--- src/rtl/vdp_port_pkg.sv ---
package vdp_port_pkg;

    typedef enum logic [1:0] {
        OP_VRD  = 2'b00,
        OP_VWR  = 2'b01,
        OP_REG  = 2'b10,
        OP_CRAM = 2'b11
    } op_code_t;

    typedef enum logic [1:0] {
        PORT_DATA = 2'd0,
        PORT_CTRL = 2'd1,
        PORT_VCNT = 2'd2,
        PORT_NONE = 2'd3
    } port_sel_t;

    typedef enum logic [2:0] {
        ST_IDLE,
        ST_VRD,
        ST_VCAP,
        ST_VWR,
        ST_CWR,
        ST_RWR
    } acc_state_t;

endpackage

--- src/rtl/vdp_cmd_fsm.sv ---
module vdp_cmd_fsm
    import vdp_port_pkg::*;
#(
    parameter int ADDR_W    = 14,
    parameter int REG_IDX_W = 4,
    parameter int CRAM_AW   = 5
) (
    input  logic                 clk,
    input  logic                 rst_n,
    input  logic                 acc_valid,
    input  logic                 acc_wr,
    input  logic [1:0]           acc_port,
    input  logic [7:0]           acc_wdata,
    input  logic [7:0]           vram_rdata,
    output logic                 vram_re,
    output logic                 vram_we,
    output logic [ADDR_W-1:0]    vram_addr,
    output logic [7:0]           vram_wdata,
    output logic                 cram_we,
    output logic [CRAM_AW-1:0]   cram_addr,
    output logic [7:0]           cram_wdata,
    output logic                 reg_we,
    output logic [REG_IDX_W-1:0] reg_idx,
    output logic [7:0]           reg_val,
    output logic [7:0]           rd_buf
);

    localparam int HI_W = ADDR_W - 8;

    acc_state_t             state_q, state_d;
    op_code_t               code_q;
    logic                   tog_q;
    logic [7:0]             lo_q;
    logic [ADDR_W-1:0]      addr_q;
    logic [ADDR_W-1:0]      op_addr_q;
    logic [7:0]             op_data_q;
    logic [REG_IDX_W-1:0]   op_idx_q;
    logic [7:0]             buf_q;

    logic                   is_data_wr, is_data_rd, is_ctrl_wr, is_stat_rd;
    logic [ADDR_W-1:0]      new_addr;
    op_code_t               new_code;

    assign is_data_wr = acc_valid &&  acc_wr && (acc_port == PORT_DATA);
    assign is_data_rd = acc_valid && !acc_wr && (acc_port == PORT_DATA);
    assign is_ctrl_wr = acc_valid &&  acc_wr && (acc_port == PORT_CTRL);
    assign is_stat_rd = acc_valid && !acc_wr && (acc_port == PORT_CTRL);
    assign new_addr   = {acc_wdata[HI_W-1:0], lo_q};
    assign new_code   = op_code_t'(acc_wdata[7:6]);

    // state register
    always_ff @(posedge clk or negedge rst_n) begin
        if (!rst_n) state_q <= ST_IDLE;
        else        state_q <= state_d;
    end

    // next state
    always_comb begin
        state_d = state_q;
        unique case (state_q)
            ST_IDLE: begin
                if (state_q == ST_IDLE) begin
                    if (is_data_rd) begin
                        state_d = ST_VRD;
                    end else if (is_data_wr) begin
                        state_d = (code_q == OP_CRAM) ? ST_CWR : ST_VWR;
                    end else if (is_ctrl_wr && tog_q) begin
                        if (new_code == OP_VRD)      state_d = ST_VRD;
                        else if (new_code == OP_REG) state_d = ST_RWR;
                    end
                end
            end
            ST_VRD:  state_d = ST_VCAP;
            ST_VCAP: state_d = ST_IDLE;
            ST_VWR:  state_d = ST_IDLE;
            ST_CWR:  state_d = ST_IDLE;
            ST_RWR:  state_d = ST_IDLE;
            default: state_d = ST_IDLE;
        endcase
    end

    // command assembly, address and operand registers
    always_ff @(posedge clk or negedge rst_n) begin
        if (!rst_n) begin
            code_q    <= OP_VRD;
            tog_q     <= 1'b0;
            lo_q      <= '0;
            addr_q    <= '0;
            op_addr_q <= '0;
            op_data_q <= '0;
            op_idx_q  <= '0;
        end else if (state_q == ST_IDLE) begin
            if (is_data_rd || is_data_wr) begin
                tog_q     <= 1'b0;
                op_addr_q <= addr_q;
                addr_q    <= addr_q + 1'b1;
                if (is_data_wr) op_data_q <= acc_wdata;
            end else if (is_stat_rd) begin
                tog_q <= 1'b0;
            end else if (is_ctrl_wr) begin
                if (!tog_q) begin
                    lo_q  <= acc_wdata;
                    tog_q <= 1'b1;
                end else begin
                    tog_q     <= 1'b0;
                    code_q    <= new_code;
                    op_addr_q <= new_addr;
                    op_data_q <= lo_q;
                    op_idx_q  <= acc_wdata[REG_IDX_W-1:0];
                    addr_q    <= (new_code == OP_VRD) ? new_addr + 1'b1 : new_addr;
                end
            end
        end
    end

    // read-ahead buffer
    always_ff @(posedge clk or negedge rst_n) begin
        if (!rst_n)                 buf_q <= '0;
        else if (state_q == ST_VCAP) buf_q <= vram_rdata;
    end

    // outputs decoded from state
    always_comb begin
        vram_re = 1'b0;
        vram_we = 1'b0;
        cram_we = 1'b0;
        reg_we  = 1'b0;
        unique case (state_q)
            ST_VRD:  vram_re = 1'b1;
            ST_VWR:  vram_we = 1'b1;
            ST_CWR:  cram_we = 1'b1;
            ST_RWR:  reg_we  = 1'b1;
            default: ;
        endcase
    end

    assign vram_addr  = op_addr_q;
    assign vram_wdata = op_data_q;
    assign cram_addr  = op_addr_q[CRAM_AW-1:0];
    assign cram_wdata = op_data_q;
    assign reg_idx    = op_idx_q;
    assign reg_val    = op_data_q;
    assign rd_buf     = buf_q;

    AST_DATA_WRITE: assert property (@(posedge clk) disable iff (!rst_n)
        (is_data_wr && state_q == ST_IDLE && code_q != OP_CRAM)
        |=> (vram_we && vram_wdata == $past(acc_wdata) && vram_addr == $past(addr_q)));

    AST_READ_FETCH: assert property (@(posedge clk) disable iff (!rst_n)
        (is_data_rd && state_q == ST_IDLE)
        |=> (vram_re && vram_addr == $past(addr_q)));

    AST_REG_WRITE: assert property (@(posedge clk) disable iff (!rst_n)
        (is_ctrl_wr && tog_q && state_q == ST_IDLE && acc_wdata[7:6] == 2'b10)
        |=> (reg_we && reg_val == $past(lo_q)));

    AST_CRAM_WRITE: assert property (@(posedge clk) disable iff (!rst_n)
        (is_data_wr && state_q == ST_IDLE && code_q == OP_CRAM)
        |=> (cram_we && !vram_we && cram_wdata == $past(acc_wdata)));

    AST_FIRST_BYTE: assert property (@(posedge clk) disable iff (!rst_n)
        (is_ctrl_wr && !tog_q && state_q == ST_IDLE)
        |=> !(vram_re || vram_we || cram_we || reg_we));

endmodule

--- src/rtl/vdp_line_timer.sv ---
module vdp_line_timer #(
    parameter int ACTIVE_LINES = 192,
    parameter int TOTAL_LINES  = 262,
    parameter int CNT_W        = 8,
    parameter int LINE_W       = $clog2(TOTAL_LINES)
) (
    input  logic              clk,
    input  logic              rst_n,
    input  logic              line_tick,
    input  logic              flag_clr,
    input  logic [CNT_W-1:0]  reload,
    output logic [LINE_W-1:0] line_num,
    output logic              frame_flag,
    output logic              line_flag
);

    localparam logic [LINE_W-1:0] ACT_L  = LINE_W'(ACTIVE_LINES);
    localparam logic [LINE_W-1:0] LAST_L = LINE_W'(TOTAL_LINES - 1);
    localparam logic [LINE_W-1:0] EDGE_L = LINE_W'(ACTIVE_LINES - 1);

    logic [LINE_W-1:0] line_q;
    logic [CNT_W-1:0]  cnt_q;
    logic              ff_q, lf_q;
    logic              in_active;

    assign in_active = (line_q < ACT_L);

    always_ff @(posedge clk or negedge rst_n) begin
        if (!rst_n) begin
            line_q <= '0;
            cnt_q  <= '1;
            ff_q   <= 1'b0;
            lf_q   <= 1'b0;
        end else begin
            if (flag_clr) begin
                ff_q <= 1'b0;
                lf_q <= 1'b0;
            end
            if (line_tick) begin
                line_q <= (line_q == LAST_L) ? '0 : line_q + 1'b1;
                if (in_active) begin
                    if (cnt_q == '0) begin
                        cnt_q <= reload;
                        lf_q  <= 1'b1;
                    end else begin
                        cnt_q <= cnt_q - 1'b1;
                    end
                end else begin
                    cnt_q <= reload;
                end
                if (line_q == EDGE_L) ff_q <= 1'b1;
            end
        end
    end

    assign line_num   = line_q;
    assign frame_flag = ff_q;
    assign line_flag  = lf_q;

    AST_LINE_WRAP: assert property (@(posedge clk) disable iff (!rst_n)
        (line_tick && line_num == LAST_L) |=> (line_num == '0));

    AST_FRAME_SET: assert property (@(posedge clk) disable iff (!rst_n)
        (line_tick && line_num == EDGE_L) |=> frame_flag);

    AST_BLANK_QUIET: assert property (@(posedge clk) disable iff (!rst_n)
        (line_tick && !in_active && !line_flag) |=> !line_flag);

endmodule

--- src/rtl/vdp_cpu_port.sv ---
module vdp_cpu_port
    import vdp_port_pkg::*;
#(
    parameter int ADDR_W       = 14,
    parameter int REG_IDX_W    = 4,
    parameter int CRAM_AW      = 5,
    parameter int ACTIVE_LINES = 192,
    parameter int TOTAL_LINES  = 262,
    parameter int LINE_REG_IDX = 10,
    parameter int LINE_W       = $clog2(TOTAL_LINES)
) (
    input  logic                 clk,
    input  logic                 rst_n,
    input  logic                 cpu_sel,
    input  logic                 cpu_wr,
    input  logic [1:0]           cpu_port,
    input  logic [7:0]           cpu_wdata,
    output logic [7:0]           cpu_rdata,
    output logic                 irq,
    input  logic                 line_tick,
    output logic [LINE_W-1:0]    scan_line,
    output logic                 vram_re,
    output logic                 vram_we,
    output logic [ADDR_W-1:0]    vram_addr,
    output logic [7:0]           vram_wdata,
    input  logic [7:0]           vram_rdata,
    output logic                 cram_we,
    output logic [CRAM_AW-1:0]   cram_addr,
    output logic [7:0]           cram_wdata,
    output logic                 reg_we,
    output logic [REG_IDX_W-1:0] reg_idx,
    output logic [7:0]           reg_val
);

    localparam logic [REG_IDX_W-1:0] LINE_REG_L = REG_IDX_W'(LINE_REG_IDX);

    logic [7:0]        rd_buf;
    logic [7:0]        reload_q;
    logic [7:0]        rdata_q;
    logic              frame_flag, line_flag;
    logic              stat_rd;

    assign stat_rd = cpu_sel && !cpu_wr && (cpu_port == PORT_CTRL);

    vdp_cmd_fsm #(
        .ADDR_W(ADDR_W), .REG_IDX_W(REG_IDX_W), .CRAM_AW(CRAM_AW)
    ) u_fsm (
        .clk(clk), .rst_n(rst_n),
        .acc_valid(cpu_sel), .acc_wr(cpu_wr), .acc_port(cpu_port),
        .acc_wdata(cpu_wdata), .vram_rdata(vram_rdata),
        .vram_re(vram_re), .vram_we(vram_we), .vram_addr(vram_addr),
        .vram_wdata(vram_wdata), .cram_we(cram_we), .cram_addr(cram_addr),
        .cram_wdata(cram_wdata), .reg_we(reg_we), .reg_idx(reg_idx),
        .reg_val(reg_val), .rd_buf(rd_buf)
    );

    vdp_line_timer #(
        .ACTIVE_LINES(ACTIVE_LINES), .TOTAL_LINES(TOTAL_LINES),
        .CNT_W(8), .LINE_W(LINE_W)
    ) u_timer (
        .clk(clk), .rst_n(rst_n), .line_tick(line_tick), .flag_clr(stat_rd),
        .reload(reload_q), .line_num(scan_line),
        .frame_flag(frame_flag), .line_flag(line_flag)
    );

    always_ff @(posedge clk or negedge rst_n) begin
        if (!rst_n)                                  reload_q <= 8'hFF;
        else if (reg_we && reg_idx == LINE_REG_L)    reload_q <= reg_val;
    end

    always_ff @(posedge clk or negedge rst_n) begin
        if (!rst_n) begin
            rdata_q <= '0;
        end else if (cpu_sel && !cpu_wr) begin
            unique case (cpu_port)
                PORT_DATA: rdata_q <= rd_buf;
                PORT_CTRL: rdata_q <= {frame_flag, line_flag, 6'b0};
                PORT_VCNT: rdata_q <= scan_line[7:0];
                default:   ;
            endcase
        end
    end

    assign cpu_rdata = rdata_q;
    assign irq       = frame_flag | line_flag;

    AST_STATUS_CLEAR: assert property (@(posedge clk) disable iff (!rst_n)
        (stat_rd && !line_tick) |=> !irq);

    AST_STATUS_VALUE: assert property (@(posedge clk) disable iff (!rst_n)
        stat_rd |=> (cpu_rdata[7] == $past(frame_flag) && cpu_rdata[5:0] == 6'b0));

endmodule

--- config.mk ---
export PLATFORM = sky130hd
export DESIGN_NAME = vdp_cpu_port
export DESIGN_NICKNAME = d
export VERILOG_FILES = /design/src/rtl/vdp_port_pkg.sv /design/src/rtl/vdp_cmd_fsm.sv /design/src/rtl/vdp_line_timer.sv /design/src/rtl/vdp_cpu_port.sv
export SDC_FILE = /design/constraint.sdc
export NUM_CORES = 1
export LEC_CHECK = 0
export BUFFER_PORTS_ARGS = -buffer_cell sky130_fd_sc_hd__buf_2
export CAP_MARGIN = 20
export CORE_AREA = 2 2 115 89
export DETAILED_ROUTE_END_ITERATION = 8
export DIE_AREA = 0 0 117 91
export PLACE_DENSITY = 0.77
export RECOVER_POWER = 50
export SLEW_MARGIN = 20
export SYNTH_ARGS = -nofsm -noshare
export SYNTH_HDL_FRONTEND = slang
export SYNTH_SLANG_ARGS = --single-unit
--- constraint.sdc ---
create_clock -name clk -period 2.6 [get_ports clk]
set_clock_uncertainty 0.15 [all_clocks]
set_input_delay 0.13 -clock clk [delete_from_list [all_inputs] [get_ports clk]]
set_output_delay 0.13 -clock clk [all_outputs]
set_load 0.05 [all_outputs]
Word-level counts from Yosys, hierarchy flattened

Cells that the tools add are included.

Order comparisons: 1
Muxes and demuxes: 40
Add/subtract/negate cells: 4
Equality and inequality tests: 16
Bitwise gates (word level): 4
Reduce and logical (&&, ||, !) cells: 25

Operator list:

| kind                                                                    | count |
|---|---|
| 14-bit two-way mux                                                      | 9 |
| 8-bit two-way mux                                                       | 7 |
| 14-bit by 1-bit adder with 14-bit output, second input constant         | 2 |
| 8-bit case mux with 3 select lines                                      | 1 |
| 3-bit two-way mux                                                       | 6 |
| 1-bit two-way mux                                                       | 15 |
| 5-bit AND reduction                                                     | 3 |
| 9-bit by 1-bit adder with 9-bit output, second input constant           | 1 |
| 9-bit by 8-bit equality test with 1-bit output, second input constant   | 1 |
| 9-bit equality test, second input constant                              | 1 |
| 9-bit by 8-bit < comparator with 1-bit output, second input constant    | 1 |
| 9-bit two-way mux                                                       | 1 |
| 1-bit logical AND                                                       | 8 |
| 8-bit logical NOT                                                       | 1 |
| 8-bit by 1-bit subtractor with 8-bit output, second input constant      | 1 |
| 2-bit equality test, second input constant                              | 3 |
| 3-bit by 2-bit equality test with 1-bit output, second input constant   | 2 |
| 3-bit equality test, second input constant                              | 2 |
| 3-bit case mux with 2 select lines                                      | 1 |
| 2-bit AND reduction                                                     | 3 |
| 3-bit nonzero test                                                      | 2 |
| 5-bit by 3-bit inequality test with 1-bit output, second input constant | 1 |
| 4-bit equality test, second input constant                              | 1 |
| 2-bit logical NOT                                                       | 2 |
| 11 further kinds                                                        | 15 |

Word-level logic and storage cells: 105
Output and inout port bits: 69
Bits of input ports: 23
Bits in registers: 97

Logic depth before layout (Yosys ltp)

Word-level depth: 7
Depth in mapped cells: 8

Modules after synthesis

A second synthesis with hierarchy kept.

Cells, all modules: 527
Area total of the unflattened synthesis: 5293.8 um^2

Modules (own cells, without submodules):

| module         | seq. area each (um^2) | area an instance (um^2) | instances | cells an instance |
|---|---|---|---|---|
| vdp_cmd_fsm    | 1551.5                | 3394.5                  | 1         | 349 |
| vdp_line_timer | 485.5                 | 1091.0                  | 1         | 113 |
| vdp_cpu_port   | 410.4                 | 808.3                   | 1         | 65 |

Worst setup path before layout

No wires, ideal clock.

Path type: register -> register
Start point: reg u_fsm.state_q[2]
End point: reg u_fsm.op_idx_q[0], in the netlist u_fsm.reg_idx[0]
Clock period less this slack: 2.152 ns
Cell stages (with the launch flop): 6
Arrival: 1.877 ns
Setup slack: 0.448 ns
Data required time: 2.325 ns
Cell sequence: dfrtp_1 > buf_6 > or4b_4 > or3_4 > buf_6 > mux2_4

Longest elaborated chain between the ends: 2

Ends and longest elaborated chain:

| element                              | line               | text |
|---|---|---|
| start: declaration                   | vdp_cmd_fsm.sv:30  | `acc_state_t state_q, state_d;` |
| start signal: assignment             | vdp_cmd_fsm.sv:54  | `else state_q <= state_d;` |
| 3-bit logical NOT                    | vdp_cmd_fsm.sv:92  | `end else if (state_q == ST_IDLE) begin` |
| 5-bit AND reduction (no source line) | -                  |  |
| end signal: assignment               | vdp_cmd_fsm.sv:109 | `op_idx_q <= acc_wdata[REG_IDX_W-1:0];` |
| end: declaration                     | vdp_cmd_fsm.sv:37  | `logic [REG_IDX_W-1:0] op_idx_q;` |

No other way between the ends.
A chain may end at the register's enable or synchronous reset.

Worst setup path after layout

Start point: reg u_fsm.state_q[2]
End point: reg u_fsm.lo_q[7]

Longest elaborated chain between the ends: 2

Ends and longest elaborated chain:

| element                              | line               | text |
|---|---|---|
| 3-bit logical NOT                    | vdp_cmd_fsm.sv:92  |  |
| 5-bit AND reduction (no source line) | -                  |  |
| end signal: assignment               | vdp_cmd_fsm.sv:102 | `lo_q <= acc_wdata;` |
| end: declaration                     | vdp_cmd_fsm.sv:33  | `logic [7:0] lo_q;` |

No other way between the ends.

==> parameters.txt <==
Parameter                              Value

Finish
  Number of nets in the layout    649
  Ratio of cells with drive above 1 in the final layout    23.3%
  Final core utilization    63.9%
  Fill count    between 700 and 800
  Area delta synth->final    15.5%
  Antenna diode instance count    0

Floorplan
  Number of rows in the core area    31
  Area of the core    ~9500 sq um
  Die Height    91 microns
  Die width    about 120 microns
  Starting density of the core    55.3%
  Count of boundary I/O pins    92
  Total die area    10600 sq um

CTS
  Post-CTS setup-driven buffer insertion count    0
  Clock latency reported for the late side of the worst-skew pair    0.34 ns
  Number of buffers created by CTS    9
  Clock tree from TritonCTS    done
  Clk buf depth    2
  # clock sinks    a little under 100
  Clock-pin slew of the registers on the worst-case setup and hold paths    0.07 ns
  Number of levels in the clock H-tree    3
  Buffer type at the clock tree root    clkbuf_16

Global route
  Global Route Usage Sum    27.2%
  Initial antenna violation count    0
  Total congestion overflow    0
  First-pass GRT wire length    around 22000 microns
  Pin count of the biggest net entering global routing    57
  Number of global-route vias before repair    4229

Synth
  Most used flip-flop cell after synthesis    dfrtp_1
  Post-Synthesis Net Count    571
  Synth top area share    38.6%
  Leading post-synthesis cells by instance count    dfrtp_1, nand2_1, a21oi_1, o21ai_0, nor2_1
  Gate count after technology mapping    ~540
  Synthesized cell area    5260 sq um
  Async set or reset register ratio after synthesis    between 90% and 100%
  Leading cell type by number of instances after synthesis    dfrtp_1
  Number of warnings reported in the yosys synthesis log    0
  Ranking of synthesized cells by area    dfrtp_1, dfstp_2, mux2_2, nand2_1, a21oi_1
  Flops & latches, synth    97
  Synthesized area per cell    9.77 sq um
  Sequential share of the synthesized area    46.5%
  Number of enable-type register cells in the synthesized netlist    0
  Post-synth top area cell    dfrtp_1
  Number of library cell types mapped by synthesis    66

Pwr
  Pwr per Cell Area    between 1000 and 1500 nW/um^2
  Portion of total power attributed to sequential cells    36.8%
  Leak pwr    around 0.0027 uW
  Net switching share of the total power    48.0%
  Total internal power    3590 uW
  Part of the total power dissipated in the clock network    20.2%
  Part of the total power dissipated in combinational logic    42.9%
  Worst VDD drop    0.739 mV
  P_sw    3320 uW

Timing
  Period utilization    85.2%
  Hold violation total from the final report    0
  Actual transition at the worst max-transition pin    1.06 ns
  Setup repair after global routing missed its margin    no
  Final-layout setup total negative slack    0 ns
  Final count of negative-setup-slack endpoints    0
  Post-layout min period    approximately 2.2 ns
  Top achievable clock speed    ~0.45 GHz
  Slew HR    about 30%
  Final Max Tran Viols    0
  Slack of the critical path    0.385 ns

Drt
  Total wire length    13500 microns
  Routed length per placed instance    approximately 18 microns
  Detailed-routing iteration count for the pre-antenna-repair pass    5
  Number of remaining DRC errors    0
  Overall via count from detail_route    4464
  Ratio of routed vias to standard cells    5.93
  Routed Antenna Nets    0
  Number of design-rule violations left by the first detailed-router iteration    548

Setup path
  Slowest cell on the critical path    nor4b_2
  Critical Path Sink Type    register
  Series of cell instances along the critical path    nor4b_2 > nand4b_1 > mux2_2
  Required arrival time at the worst endpoint    2.68 ns
  Worst reg-to-reg path cell count    3
  Type of the worst setup path    reg -> reg
  Biggest fanout along the worst timing path    9
  Number of cells on the critical path    3
  CP Buf/Inv Count    0
  Gate family responsible for the most delay along the worst path    simple AND/OR/NAND/NOR gates
  Largest stage delay, worst path    roughly 0.53 ns
  Arrival time at the worst endpoint    around 2.3 ns
  CP startpoint kind    register

Hold path
  Worst hold path stage count    3
  Worst hold path type    in -> reg

Placed design
  Pre-CTS setup slack    0.434 ns
  HPWL after detailed placement    9640 microns
  Final GP Congestion    0.944
  Quantity of I/O buffers inserted on ports    91

Run status
  Status    completed

Run
  Max cap viols    0
[placed cells by master, fill, tap and decap left out, types with 12 or more instances in the layout]
| cell type | Yosys | final |
|---|---|---|
| dlygate4sd3_1 | 0 | 12 |
| nor3_1 | 14 | 14 |
| dfrtp_1 | 81 | 81 |
| buf_2 | 4 | 58 |
| mux2_2 | 27 | 27 |
| buf_4 | 22 | 12 |
| a21oi_1 | 36 | 36 |
| a31oi_1 | 15 | 15 |
| nor2_1 | 32 | 32 |
| nand4_1 | 13 | 13 |
| o21ai_0 | 35 | 35 |
| nand3_1 | 14 | 14 |
| clkbuf_1 | 17 | 32 |
| inv_1 | 16 | 16 |
| dfstp_2 | 16 | 16 |
| nand2_1 | 58 | 58 |
[power by group through the flow]
| stage | logic (uW) | clock network [uW] | registers (uW) |
|---|---|---|---|
| after floorplan | 1700 | 0 | 3240 |
| after global placement | 2950 | 0 | 2510 |
| after detailed placement | 3000 | 0 | 2540 |
| after CTS | 3020 | 1430 | 2520 |
| after global routing | 3180 | 1490 | 2630 |
| final | 2960 | 1400 | 2540 |
[logic make-up (layout without fill, tap and decap cells)]
| kind of cell | Yosys count | after routing | share of synthesized area [%] |
|---|---|---|---|
| adders and majority gates | 10 | 10 | 2.38 |
| AOI/OAI and AO/OA | 127 | 127 | 15.0 |
| muxes | 37 | 37 | 7.97 |
| and+or+nand+nor | 189 | 189 | 19.0 |
| buffers and inverters | 65 | 148 | 6.88 |
| DFF | 97 | 97 | 46.5 |
| xor gates and xnor gates | 13 | 13 | 2.17 |
[through the flow]
| step | power [uW] | hold WS, ns | area [sq um] | cells |
|---|---|---|---|---|
| finish | 6900 | 0.0137 | 6070 | 753 |
| global route | 7300 | 0.0229 | 6070 | 753 |
| CTS | 6980 | 0.00130 | 6130 | 753 |
| detailed placement | 5540 | 0.0101 | 5690 | 725 |
| global placement | 5460 | 0.00855 | 5690 | 725 |
| floorplan | 4930 | -0.316 | 5260 | 538 |
[final timing paths]
kind	slack, ns	startpoint	to
min in group asynchronous	0.36	rst_n	u_fsm.rd_buf[0]
worst min-delay path	0.01	cpu_wdata[0]	u_fsm.vram_addr[8]
worst max-delay path	0.38	u_fsm.state_q[2]	u_fsm.lo_q[7]
worst max register to register	0.38	u_fsm.state_q[2]	u_fsm.lo_q[7]
max in group asynchronous	0.52	rst_n	u_fsm.addr_q[3]
worst min register to register	0.33	u_fsm.vram_addr[7]	u_fsm.vram_addr[7]
[per-layer routing]
metal / vias to the layer above / GRT usage, % / share of wire, %
li1: 2066 / - / -
met5: - / 0 / 0
met3: 17 / 5.14 / 8.1
met2: 204 / 39.9 / 45
met1: 2177 / 41.3 / 45
met4: 0 / 7.16 / 1.4
[state kept, by name, indices dropped and copies added, names as in the netlist]
register and count:
u_timer.frame_flag 1, u_fsm.reg_idx 4, u_fsm.addr_q 14, cpu_rdata 8
u_fsm.lo_q 8, u_timer.line_num 9, u_fsm.tog_q 1, u_fsm.code_q 2
u_fsm.state_q 3, u_timer.cnt_q 8, u_timer.line_flag 1, u_fsm.vram_addr 14
u_fsm.cram_wdata 8, reload_q 8, u_fsm.rd_buf 8
[worst reg2reg max path: stages, from the launching register on]
cell and delay, ns:
dfrtp_1 0.46, nor4b_2 0.53, nand4b_1 0.52, mux2_2 0.44
[final cells by class]
cell class	count	area, sq um	share of cell area [%]
clock buffers	10	250	4.12
clock inverters	6	68.8	1.13
inverters	16	60.1	0.989
well taps	132	165	2.72
flip-flops and latches	97	2450	40.3
repair buffers	116	633	10.4
multi-input cells	376	2450	40.3
[repair_timing]
item	CTS	global route
resized for setup	0	0
hold buffers	12	0
endpoints found under the setup margin	0	0
hold endpoints to repair	53	0
No activity file was read; power rests on OpenSTA's default activity.
